$ cat src/rtl/nand_seq_pkg.sv
// Shared opcode constants, format record and state encoding for the
// NAND command sequencer. Assumes an 8-bit device bus.
package nand_seq_pkg;

    localparam logic [7:0] OPC_READ    = 8'h00;
    localparam logic [7:0] OPC_READ2   = 8'h30;
    localparam logic [7:0] OPC_RDOUT   = 8'h05;
    localparam logic [7:0] OPC_RDOUT2  = 8'hE0;
    localparam logic [7:0] OPC_ID      = 8'h90;
    localparam logic [7:0] OPC_STAT    = 8'h70;
    localparam logic [7:0] OPC_PROG    = 8'h80;
    localparam logic [7:0] OPC_PROG2   = 8'h10;
    localparam logic [7:0] OPC_WRIN    = 8'h85;
    localparam logic [7:0] OPC_ERASE   = 8'h60;
    localparam logic [7:0] OPC_ERASE2  = 8'hD0;
    localparam logic [7:0] OPC_RST     = 8'hFF;
    localparam logic [7:0] OPC_PARAM   = 8'hEC;
    localparam logic [7:0] OPC_GETF    = 8'hEE;
    localparam logic [7:0] OPC_SETF    = 8'hEF;
    localparam logic [7:0] OPC_SPARE   = 8'h50;

    // One format table entry
    typedef struct packed {
        logic       known;    // opcode present in table
        logic [7:0] op1;      // opcode sent first
        logic       has2;     // a closing opcode exists
        logic [7:0] op2;      // closing opcode
        logic       defer;    // closing opcode waits for data phase
        logic [2:0] ncol;     // column address bytes
        logic [2:0] npage;    // page address bytes
        logic       wait_rb;  // poll ready/busy before ack
    } nfmt_t;

    typedef enum logic [2:0] {
        SQ_IDLE, SQ_CMD1, SQ_ADDR, SQ_CMD2, SQ_WAIT, SQ_ACK
    } seq_state_t;

endpackage

$ cat src/rtl/nand_fmt_rom.sv
// Opcode format lookup. Purely combinational. Maps a spare-area read
// to a page read with an offset column when the page exceeds 512 bytes.
module nand_fmt_rom
    import nand_seq_pkg::*;
#(
    parameter int COL_W      = 16,
    parameter int PAGE_BYTES = 2048
) (
    input  logic [7:0]       op,
    input  logic [COL_W-1:0] col,
    output nfmt_t            fmt,
    output logic [COL_W-1:0] col_eff
);
    localparam logic SPARE_REMAP = (PAGE_BYTES > 512);
    localparam logic [COL_W-1:0] COL_OFS = COL_W'(PAGE_BYTES);

    // Build a table entry
    function automatic nfmt_t mk(input logic [7:0] a, input logic h,
                                 input logic [7:0] b, input logic d,
                                 input logic [2:0] nc, input logic [2:0] np,
                                 input logic w);
        nfmt_t f;
        f.known = 1'b1; f.op1 = a; f.has2 = h; f.op2 = b; f.defer = d;
        f.ncol = nc; f.npage = np; f.wait_rb = w;
        return f;
    endfunction

    // Table lookup per opcode
    always_comb begin
        fmt     = '0;
        col_eff = col;
        case (op)
            OPC_READ:  fmt = mk(OPC_READ,  1'b1, OPC_READ2,  1'b0, 3'd2, 3'd3, 1'b1);
            OPC_RDOUT: fmt = mk(OPC_RDOUT, 1'b1, OPC_RDOUT2, 1'b0, 3'd2, 3'd0, 1'b0);
            OPC_ID:    fmt = mk(OPC_ID,    1'b0, 8'h00,      1'b0, 3'd1, 3'd0, 1'b0);
            OPC_STAT:  fmt = mk(OPC_STAT,  1'b0, 8'h00,      1'b0, 3'd0, 3'd0, 1'b0);
            OPC_PROG:  fmt = mk(OPC_PROG,  1'b1, OPC_PROG2,  1'b1, 3'd2, 3'd3, 1'b0);
            OPC_WRIN:  fmt = mk(OPC_WRIN,  1'b0, 8'h00,      1'b0, 3'd2, 3'd0, 1'b0);
            OPC_ERASE: fmt = mk(OPC_ERASE, 1'b1, OPC_ERASE2, 1'b0, 3'd0, 3'd3, 1'b0);
            OPC_RST:   fmt = mk(OPC_RST,   1'b0, 8'h00,      1'b0, 3'd0, 3'd0, 1'b1);
            OPC_PARAM: fmt = mk(OPC_PARAM, 1'b0, 8'h00,      1'b0, 3'd1, 3'd0, 1'b1);
            OPC_GETF:  fmt = mk(OPC_GETF,  1'b0, 8'h00,      1'b0, 3'd1, 3'd0, 1'b1);
            OPC_SETF:  fmt = mk(OPC_SETF,  1'b0, 8'h00,      1'b0, 3'd1, 3'd0, 1'b0);
            OPC_SPARE: begin
                if (SPARE_REMAP) begin
                    fmt     = mk(OPC_READ, 1'b1, OPC_READ2, 1'b0, 3'd2, 3'd3, 1'b1);
                    col_eff = col + COL_OFS;
                end
            end
            default: fmt = '0;
        endcase
    end
endmodule

$ cat src/rtl/nand_addr_mux.sv
// Selects the address byte for a given address cycle index: column
// bytes first, then page bytes, least significant first.
// Assumes ncol <= COL_W/8 and the page byte count <= PAGE_W/8.
module nand_addr_mux #(
    parameter int COL_W  = 16,
    parameter int PAGE_W = 24
) (
    input  logic [2:0]        idx,
    input  logic [2:0]        ncol,
    input  logic [COL_W-1:0]  col,
    input  logic [PAGE_W-1:0] page,
    output logic [7:0]        abyte
);
    localparam int NCB = COL_W / 8;
    localparam int NPB = PAGE_W / 8;

    logic [7:0] cb [NCB];
    logic [7:0] pb [NPB];
    logic [2:0] pidx;

    for (genvar g = 0; g < NCB; g++) begin : g_col
        assign cb[g] = col[8*g +: 8];
    end
    for (genvar g = 0; g < NPB; g++) begin : g_page
        assign pb[g] = page[8*g +: 8];
    end

    assign pidx = idx - ncol;

    // Pick the byte for the current address cycle
    always_comb begin
        abyte = 8'h00;
        for (int i = 0; i < NCB; i++)
            if (idx < ncol && idx == 3'(i)) abyte = cb[i];
        for (int j = 0; j < NPB; j++)
            if (idx >= ncol && pidx == 3'(j)) abyte = pb[j];
    end
endmodule

$ cat src/rtl/nand_rb_timer.sv
// Counts clocks spent in the ready wait and flags expiry when the count
// reaches the programmed limit. Cleared whenever the wait is not running.
module nand_rb_timer #(
    parameter int TMO_W = 16
) (
    input  logic             clk,
    input  logic             rst_n,
    input  logic             run,
    input  logic [TMO_W-1:0] limit,
    output logic             expired
);
    logic [TMO_W-1:0] cnt;

    // Saturating wait counter
    always_ff @(posedge clk) begin
        if (!rst_n)        cnt <= '0;
        else if (!run)     cnt <= '0;
        else if (cnt != '1) cnt <= cnt + 1'b1;
    end

    assign expired = run && (({1'b0, cnt} + 1'b1) >= {1'b0, limit});


    tmr_clear_chk: assert property (@(posedge clk) disable iff (!rst_n)
        !run |=> (cnt == '0));
endmodule

$ cat src/rtl/nand_cmd_seq.sv
// NAND command cycle sequencer. Accepts one request at a time (held by
// the host until req_ack), emits the opcode/address/closing-opcode bytes
// with a two-clock write strobe each, keeps a deferred closing opcode
// pending, and optionally waits for ready with a cycle limit.
module nand_cmd_seq
    import nand_seq_pkg::*;
#(
    parameter int COL_W      = 16,
    parameter int PAGE_W     = 24,
    parameter int PAGE_BYTES = 2048,
    parameter int TMO_W      = 16
) (
    input  logic              clk,
    input  logic              rst_n,
    input  logic              req_valid,
    input  logic [7:0]        req_op,
    input  logic [COL_W-1:0]  req_col,
    input  logic [PAGE_W-1:0] req_page,
    input  logic [TMO_W-1:0]  tmo_limit,
    output logic              req_ack,
    output logic              ack_err_unknown,
    output logic              ack_err_timeout,
    output logic              nand_cle,
    output logic              nand_ale,
    output logic              nand_we_n,
    output logic [7:0]        nand_io_out,
    output logic              nand_io_oe,
    input  logic              nand_rb
);
    seq_state_t        state;
    logic              ph;
    logic [2:0]        idx;
    nfmt_t             fmt, fmt_r;
    logic [COL_W-1:0]  col_eff, col_r;
    logic [PAGE_W-1:0] page_r;
    logic              pend_v;
    logic [7:0]        pend_op;
    logic              err_unk_r, err_to_r;
    logic              tmo;
    logic [7:0]        abyte;
    logic [2:0]        naddr;
    logic              absorb;
    seq_state_t        after_addr, after_cmd;

    nand_fmt_rom #(.COL_W(COL_W), .PAGE_BYTES(PAGE_BYTES)) i_rom (
        .op(req_op), .col(req_col), .fmt(fmt), .col_eff(col_eff));

    nand_addr_mux #(.COL_W(COL_W), .PAGE_W(PAGE_W)) i_amux (
        .idx(idx), .ncol(fmt_r.ncol), .col(col_r), .page(page_r), .abyte(abyte));

    nand_rb_timer #(.TMO_W(TMO_W)) i_tmr (
        .clk(clk), .rst_n(rst_n), .run(state == SQ_WAIT),
        .limit(tmo_limit), .expired(tmo));

    // Next-state choices after the address and after the last opcode
    always_comb begin
        naddr      = fmt_r.ncol + fmt_r.npage;
        absorb     = pend_v && (req_op == pend_op);
        after_cmd  = fmt_r.wait_rb ? SQ_WAIT : SQ_ACK;
        after_addr = (fmt_r.has2 && !fmt_r.defer) ? SQ_CMD2 : after_cmd;
    end

    // Sequencer state, captured request and pending closing opcode
    always_ff @(posedge clk) begin
        if (!rst_n) begin
            state     <= SQ_IDLE;
            ph        <= 1'b0;
            idx       <= '0;
            fmt_r     <= '0;
            col_r     <= '0;
            page_r    <= '0;
            pend_v    <= 1'b0;
            pend_op   <= '0;
            err_unk_r <= 1'b0;
            err_to_r  <= 1'b0;
        end else begin
            case (state)
                SQ_IDLE: begin
                    err_unk_r <= 1'b0;
                    err_to_r  <= 1'b0;
                    ph        <= 1'b0;
                    idx       <= '0;
                    if (req_valid) begin
                        fmt_r  <= fmt;
                        col_r  <= col_eff;
                        page_r <= req_page;
                        if (absorb) begin
                            pend_v <= 1'b0;
                            state  <= SQ_ACK;
                        end else if (!fmt.known) begin
                            err_unk_r <= 1'b1;
                            state     <= SQ_ACK;
                        end else begin
                            if (fmt.defer) begin
                                pend_v  <= 1'b1;
                                pend_op <= fmt.op2;
                            end
                            state <= SQ_CMD1;
                        end
                    end
                end
                SQ_CMD1: begin
                    ph <= ~ph;
                    if (ph) state <= (naddr != 3'd0) ? SQ_ADDR : after_addr;
                end
                SQ_ADDR: begin
                    ph <= ~ph;
                    if (ph) begin
                        if (idx == naddr - 3'd1) state <= after_addr;
                        else                     idx   <= idx + 3'd1;
                    end
                end
                SQ_CMD2: begin
                    ph <= ~ph;
                    if (ph) state <= after_cmd;
                end
                SQ_WAIT: begin
                    if (nand_rb) state <= SQ_ACK;
                    else if (tmo) begin
                        err_to_r <= 1'b1;
                        state    <= SQ_ACK;
                    end
                end
                SQ_ACK:  state <= SQ_IDLE;
                default: state <= SQ_IDLE;
            endcase
        end
    end

    // Bus pins and acknowledge decoded from sequencer state
    always_comb begin
        nand_cle        = (state == SQ_CMD1) || (state == SQ_CMD2);
        nand_ale        = (state == SQ_ADDR);
        nand_io_oe      = nand_cle || nand_ale;
        nand_we_n       = !(nand_io_oe && !ph);
        nand_io_out     = (state == SQ_CMD1) ? fmt_r.op1 :
                          (state == SQ_CMD2) ? fmt_r.op2 :
                          (state == SQ_ADDR) ? abyte : 8'h00;
        req_ack         = (state == SQ_ACK);
        ack_err_unknown = req_ack && err_unk_r;
        ack_err_timeout = req_ack && err_to_r;
    end


    latch_excl_chk: assert property (@(posedge clk) disable iff (!rst_n)
        !(nand_cle && nand_ale));

    strobe_width_chk: assert property (@(posedge clk) disable iff (!rst_n)
        !nand_we_n |=> (nand_we_n && $stable(nand_io_out) &&
                        $stable(nand_cle) && $stable(nand_ale)));

    ack_pulse_chk: assert property (@(posedge clk) disable iff (!rst_n)
        req_ack |=> !req_ack);

    busy_hold_chk: assert property (@(posedge clk) disable iff (!rst_n)
        (state == SQ_WAIT && !nand_rb && !tmo) |=> (state == SQ_WAIT && !req_ack));

    absorb_quiet_chk: assert property (@(posedge clk) disable iff (!rst_n)
        (state == SQ_IDLE && req_valid && absorb) |=>
            (req_ack && !pend_v && !nand_io_oe && !ack_err_unknown));

    unknown_quiet_chk: assert property (@(posedge clk) disable iff (!rst_n)
        (state == SQ_IDLE && req_valid && !absorb && !fmt.known) |=>
            (req_ack && ack_err_unknown && !nand_io_oe));
endmodule

$ cat config.mk
export PLATFORM = sky130hd
export DESIGN_NAME = nand_cmd_seq
export DESIGN_NICKNAME = d
export VERILOG_FILES = /design/src/rtl/nand_seq_pkg.sv /design/src/rtl/nand_fmt_rom.sv /design/src/rtl/nand_addr_mux.sv /design/src/rtl/nand_rb_timer.sv /design/src/rtl/nand_cmd_seq.sv
export SDC_FILE = /design/constraint.sdc
export NUM_CORES = 1
export LEC_CHECK = 0
export ABC_AREA = 0
export ABC_CLOCK_PERIOD_IN_PS = 3900
export BUFFER_PORTS_ARGS = -buffer_cell sky130_fd_sc_hd__buf_4
export CAP_MARGIN = 10
export CORE_ASPECT_RATIO = 1.2
export CORE_MARGIN = 5
export CORE_UTILIZATION = 55
export DETAILED_ROUTE_END_ITERATION = 8
export PLACE_DENSITY = 0.78
export REMOVE_ABC_BUFFERS = 1
export SETUP_SLACK_MARGIN = 0.15
export SYNTH_ARGS = -nofsm -noshare
export SYNTH_HDL_FRONTEND = slang
export SYNTH_SLANG_ARGS = --single-unit
$ cat constraint.sdc
create_clock -name clk -period 3.9 [get_ports clk]
set_input_delay 0.39 -clock clk [delete_from_list [all_inputs] [get_ports clk]]
set_output_delay 0.39 -clock clk [all_outputs]
set_load 0.03 [all_outputs]
==> impl_metrics.yaml, run 1 <==
power:
  p_per_area_nw_per_um2: 417
  comb_power_share: 0.263
  intPower_uw: 1670
  power_frac_seq: 0.418
  switchingPower_uw: 768
  p_sw_frac: 0.314
  peakVddDrop_v: 0.000203
  power_uw: 2440
  clkPwrFrac: 0.319
  power_leakage_uw: 0.00265
drt:
  wirelength_um: 11700
  dr.first_iter.drc_count: 179
  antenna_left: 0
  drtPass1Iterations: 5
  drc: 0
  vias: 4408
  routed_via_density: 5.52
  wl_per_cell_um: 14.6
synth:
  synth_seq_cells: 84
  synthTopCellsByArea: "dfxtp_1 (34%), nand2_1 (7.7%), ha_1 (6.6%), a21boi_0 (6.4%), mux2i_1 (4.2%)"
  syn_inst: 615
  synth_top_area_cell: "dfxtp_1"
  ys.flop_type: "dfxtp_1"
  synth.avg_cell_area_um2: 8.04
  ys.warnings.count: 0
  synth_top_area_frac: 0.340
  ys_seq_area_frac: 0.340
  synth_cell_types: 55
  synth_edf_count: 0
  synthArstFlopShare: 0
  syn_area_um2: 4950
placed_design:
  io_buffers: 82
  dpl.cell_count: 783
  placed_area_um2: 5590
  hpwl_um: 8650
  gp_congestion: 0.851
worst_setup_path:
  path_cells: "inv_1 -> ha_1 -> nand2b_1 -> a21oi_1 -> o21ai_0 -> and3_1 -> nor2b_1 -> a221o_1 -> buf_4"
  start_kind: "flip-flop"
  crit_slowest_cell: "ha_1"
  critical_path_required_ns: 3.51
  worstSetupPathType: "reg -> out"
  worstPathArrival_ns: 2.98
  worst-path-buf-inv: 2
  cpLargestDelayFamily: "simple AND/OR/NAND/NOR gates"
  endpoint_kind: "output port"
  critPathMaxFanout: 10
  slowest_delay_ns: 0.50
sta:
  skew_ns: 0.0109
  fin_crit_sh: 0.864
  max_freq_mhz: 297
  min_period_ns: 3.37
  worst_slew_pin_slew_ns: 0.996
  max_slew_margin: 0.334
  finalSetupViolCount: 0
  slew_viol_final: 0
  final_hold_viol_count: 0
  rsz0062_at_grt: "no"
  fin_setup_tns_ns: 0
layout:
  drive_gt1_frac: 0.161
  diodes: 0
  synthToLayoutAreaGrowth_pct: 18.4
  fin_cells: 799
  final_area_um2: 5850
  layout.nets: 770
cts:
  cts.path.max_buffers: 2
  clock-sinks: 84
  insertion_delay_ns: 0.37
  clockRootBuffer: "clkbuf_8"
  cts_tree: "built"
  cts.htree.levels: 3
  cts_buffers: 9
  clk_pin_slew_worst_paths_ns: 0.09
  hold_buffers: 0
die:
  ios: 83
  die_y_um: 114
  num_rows: 38
  dieArea_um2: 11000
  initial_core_util: 0.553
  core_um2: 8940
  die_w_um: 96.6
run_status:
  outcome: "finished, final reports clean"
global_routing:
  grt_pass1_wl_um: 19500
  antenna_found_initial: 0
  grt_max_degree: 68
  grt_usage: 0.223
  grt_pass1_vias: 4246
  overflow: 0
run:
  drv_cap: 0
hold_path:
  hp-class: "in -> reg"
[worst reg2reg max path: stages (launching register included)]
cell and delay [ns]:
dfxtp_1 0.42, ha_1 0.23, nand3_1 0.17, nor2_2 0.28
and2_1 0.19, xnor2_1 0.14, inv_1 0.06, ha_1 0.28
a2111oi_0 0.35, o21ai_0 0.15, a22oi_1 0.19, a21oi_1 0.13
nor4bb_1 0.29, nor4b_1 0.10
[power by group through the flow]
stage	clock, µW	sequential (µW)	combinational, µW
6_report	779	1020	642
3_3_place_gp	0	1030	624
4_1_cts	788	1020	644
3_5_place_dp	0	1040	640
5_1_grt	830	1040	717
2_1_floorplan	0	1020	433
[synth_stat cells (all sizes together) (4+ instances only)]
cell type  count
and2          10
a22oi         11
buf            8
nor2b         11
nand2b         9
xnor2         16
a2111oi        4
nor3          12
mux2i         21
a221o          8
dfxtp         84
a21boi        42
xor2          11
clkbuf        29
nor2          36
inv           42
o21ai         17
nand2        101
a21oi         38
nand4         10
ha            26
and3          10
nand3         11
o211a          7
[kinds of logic after synthesis]
| kind of cell | share of synthesized area |
|---|---|
| AOI/OAI and AO/OA | 0.207 |
| muxes | 0.0425 |
| adders and majority gates | 0.0739 |
| DFF | 0.340 |
| buffers and inverters | 0.0622 |
| xor gates and xnor gates | 0.0478 |
| and+or+nand+nor | 0.226 |
[flip-flops by register name, summed over array words and instances (netlist names)]
register and flops:
pend_op 3, page_r 24, err_unk_r 1, idx 3, col_r 16, fmt_r 15, pend_v 1, i_tmr.cnt 16
state 3, ph 1, err_to_r 1
[metrics by stage]
stage	utilization	hold WS [ns]	setup WS (ns)
final	0.655	0.271	0.532
after global routing	0.655	0.269	0.228
after CTS	0.655	0.268	0.546
after detailed placement	0.626	0.459	0.716
after global placement	0.626	0.452	0.890
after floorplan	-	0.436	0.479
[placed cells by master, fill, tap and decap left out, types with 11 or more instances in the layout]
cell and count:
a21oi_1 38, nor2_1 35, ha_1 26, nor3_1 11, o21ai_0 16, nand2_1 101, nand3_1 11, mux2i_1 21
xor2_1 11, inv_1 42, dfxtp_1 84, nor2b_1 11, a22oi_1 11, xnor2_1 16, clkbuf_8 11, buf_4 85
a21boi_0 42
[timing repair]
action / CTS / global route
gates resized for setup: 0 / 1
buffers inserted: 0 / 0
endpoints found under the setup margin: 0 / 2
[cell type report]
type	count	area, µm²
flip-flops and latches	84	1680
repair buffers	85	638
inverters	42	158
well taps	120	150
fillers	805	3080
clock buffers	11	151
clock inverters	5	108
multi-input cells	452	2970
[per-layer routing]
metal,track usage,part of all wire,vias up
met5,0,0,-
met4,0.0711,0.017,0
li1,-,-,2249
met2,0.381,0.51,122
met3,0.0383,0.052,16
met1,0.282,0.42,2021
[final timing paths]
path / from / endpoint / slack, ns / cells after the start
setup / recovery: idx[0]$_SDFFE_PN0P_ / nand_io_out[4] / 0.53 / 9
hold / removal: req_page[21] / page_r[21]$_SDFFE_PN0P_ / 0.27 / 3
setup reg to reg: i_tmr.cnt[0]$_SDFFE_PN0P_ / state[0]$_SDFFE_PN0P_ / 0.80 / 13
hold reg to reg: col_r[8]$_SDFFE_PN0P_ / col_r[8]$_SDFFE_PN0P_ / 0.47 / 2
Power figures use the tool's default switching activity.
==> run 2, diff against run 1 <==
--- a/config.mk
+++ b/config.mk
@@ -12,3 +12,2 @@
 export CORE_ASPECT_RATIO = 1.2
-export CORE_MARGIN = 5
 export CORE_UTILIZATION = 55
==> constraint.sdc (replaced) <==
create_clock -name clk -period 3.9 [get_ports clk]
set_input_delay 0.585 -clock clk [delete_from_list [all_inputs] [get_ports clk]]
set_output_delay 0.585 -clock clk [all_outputs]
set_load 0.03 [all_outputs]
==> impl_metrics.yaml, run 2 (synthesized netlist as in run 1, its figures left out) <==
worst_setup_path:
  start_kind: "flip-flop"
  endpoint_kind: "output port"
  crit_slowest_cell: "ha_2"
  worstPathArrival_ns: 2.89
  critical_path_required_ns: 3.31
  path_cells: "inv_1 -> ha_2 -> nand2b_1 -> a21oi_1 -> o21ai_0 -> nor2b_1 -> buf_4 -> mux2i_1 -> a221o_1 -> buf_4"
  slowest_delay_ns: 0.53
  critPathMostFrequentCell: "buf_4"
  critPathLaunch: "idx[0]$_SDFFE_PN0P_"
  worstSetupPathType: "reg -> out"
  r2r-start: "i_tmr.cnt[0]$_SDFFE_PN0P_"
  critPathMaxFanout: 10
cts:
  cts_setup_buffers: 0
  cts_tree: "built"
  clk_pin_slew_worst_paths_ns: 0.09
  cts.path.max_buffers: 2
  clock-sinks: 84
  insertion_delay_ns: 0.37
  clockRootBuffer: "clkbuf_8"
  cts.htree.levels: 3
  hold_buffers: 0
  cts_buffers: 9
placed_design:
  hpwl_um: 8620
  io_buffers: 82
  dpl.cell_count: 781
  gp_congestion: 0.874
  placed_area_um2: 5600
global_routing:
  grt_pass1_vias: 4262
  grt_pass1_wl_um: 19400
  antenna_found_initial: 0
  grt_max_degree: 68
  grt_usage: 0.266
  overflow: 0
layout:
  regMostFlops: "page_r"
  layout.nets: 771
  final_area_um2: 5810
  final_cell_mix: "nand2_1 (101), buf_4 (86), dfxtp_1 (84), inv_1 (42), a21boi_0 (42)"
  layout_commonest_cell: "nand2_1"
  drive_gt1_frac: 0.163
  largest_registers: "page_r x24, col_r x16, i_tmr.cnt x16"
  synthToLayoutAreaGrowth_pct: 17.5
  largest_reg_flops: 24
  fin_util: 0.671
  fin_cells: 797
  diodes: 0
die:
  initial_core_util: 0.571
  num_rows: 37
  dieArea_um2: 9380
  ios: 83
  core_um2: 8660
  die_y_um: 106
  die_w_um: 88.6
power:
  p_per_area_nw_per_um2: 400
  power_leakage_uw: 0.00262
  peakVddDrop_v: 0.000268
sta:
  fin_crit_sh: 0.891
  max_slew_margin: 0.290
  min_period_ns: 3.48
  skew_ns: 0.00864
  finalSetupViolCount: 0
  final_hold_viol_count: 0
  worst_slew_pin_slew_ns: 1.06
  max_freq_mhz: 288
  slew_viol_final: 0
  fin_setup_tns_ns: 0
  rsz0062_at_grt: "no"
drt:
  routed_via_density: 5.59
  dr.first_iter.drc_count: 205
  drc: 0
  antenna_left: 0
  drtPass1Iterations: 5
  wl_per_cell_um: 14.7
  vias: 4455
  wirelength_um: 11700
hold_path:
  hp-class: "in -> reg"
  hold_start: "req_col[0]"
run:
  drv_cap: 0
run_status:
  outcome: "finished, final reports clean"
[run 2: changes by cell type in the layout (fill, tap and decap cells not counted)]
cell,before,now
buf_4,85,86
bufinv_16,3,1
clkbuf_8,11,10
clkinv_4,2,1
clkinvlp_4,0,2
ha_1,26,25
ha_2,0,1
inv_6,0,2
nor2_1,35,36
nor2_2,1,0
nor2b_1,11,10
nor2b_2,0,1
[run 2: per-stage QoR]
step	worst slack (ns)	total power (µW)	hold WS (ns)
2_1_floorplan	0.462	1450	0.436
3_3_place_gp	0.894	1660	0.451
3_5_place_dp	0.745	1690	0.456
4_1_cts	0.309	2330	0.454
5_1_grt	0.256	2450	0.458
6_report	0.424	2320	0.465
[run 2: timing repair]
item	4_1_cts	5_1_grt
endpoints found under the setup margin	0	8
gates resized for setup	0	2
endpoints found under the hold margin	0	0
[run 2: worst max-delay path, delay by kind of cell (launching register included)]
family | cells | cell delay [ns]
AND/OR/NAND/NOR | 2 | 0.31
flip-flops | 1 | 0.43
buffers and inverters | 3 | 0.48
adder cells (fa/ha/maj) | 1 | 0.53
AO/OA/AOI/OAI | 3 | 0.65
multiplexers | 1 | 0.11
[run 2: power by group]
part,internal (µW),switching [µW],total [µW]
clock,318,328,646
combinational,275,378,654
sequential,942,81.3,1020
total,1540,787,2320
[run 2: area by class of cell]
type,count,area [µm²]
flip-flops and latches,84,1680
inverters,42,158
well taps,117,146
clock inverters,6,71.3
clock buffers,10,138
repair buffers,86,646
fillers,750,2850
multi-input cells,452,2970
[run 2: metal layers]
layer | vias up | track usage | wire [µm]
met5 | - | 0 | 0
met4 | 0 | 0.0933 | 222
met3 | 22 | 0.0556 | 489
met2 | 112 | 0.465 | 6040
met1 | 2073 | 0.316 | 4930
li1 | 2248 | - | -
[run 2: final timing paths]
check / endpoint / slack [ns] / cells past startpoint
worst min-delay path: col_r[0]$_SDFFE_PN0P_ / 0.46 / 3
worst max register to register: err_to_r$_SDFFE_PN0P_ / 0.82 / 13
worst max-delay path: nand_io_out[6] / 0.42 / 10
worst min register to register: fmt_r[21]$_SDFFE_PN0P_ / 0.47 / 2
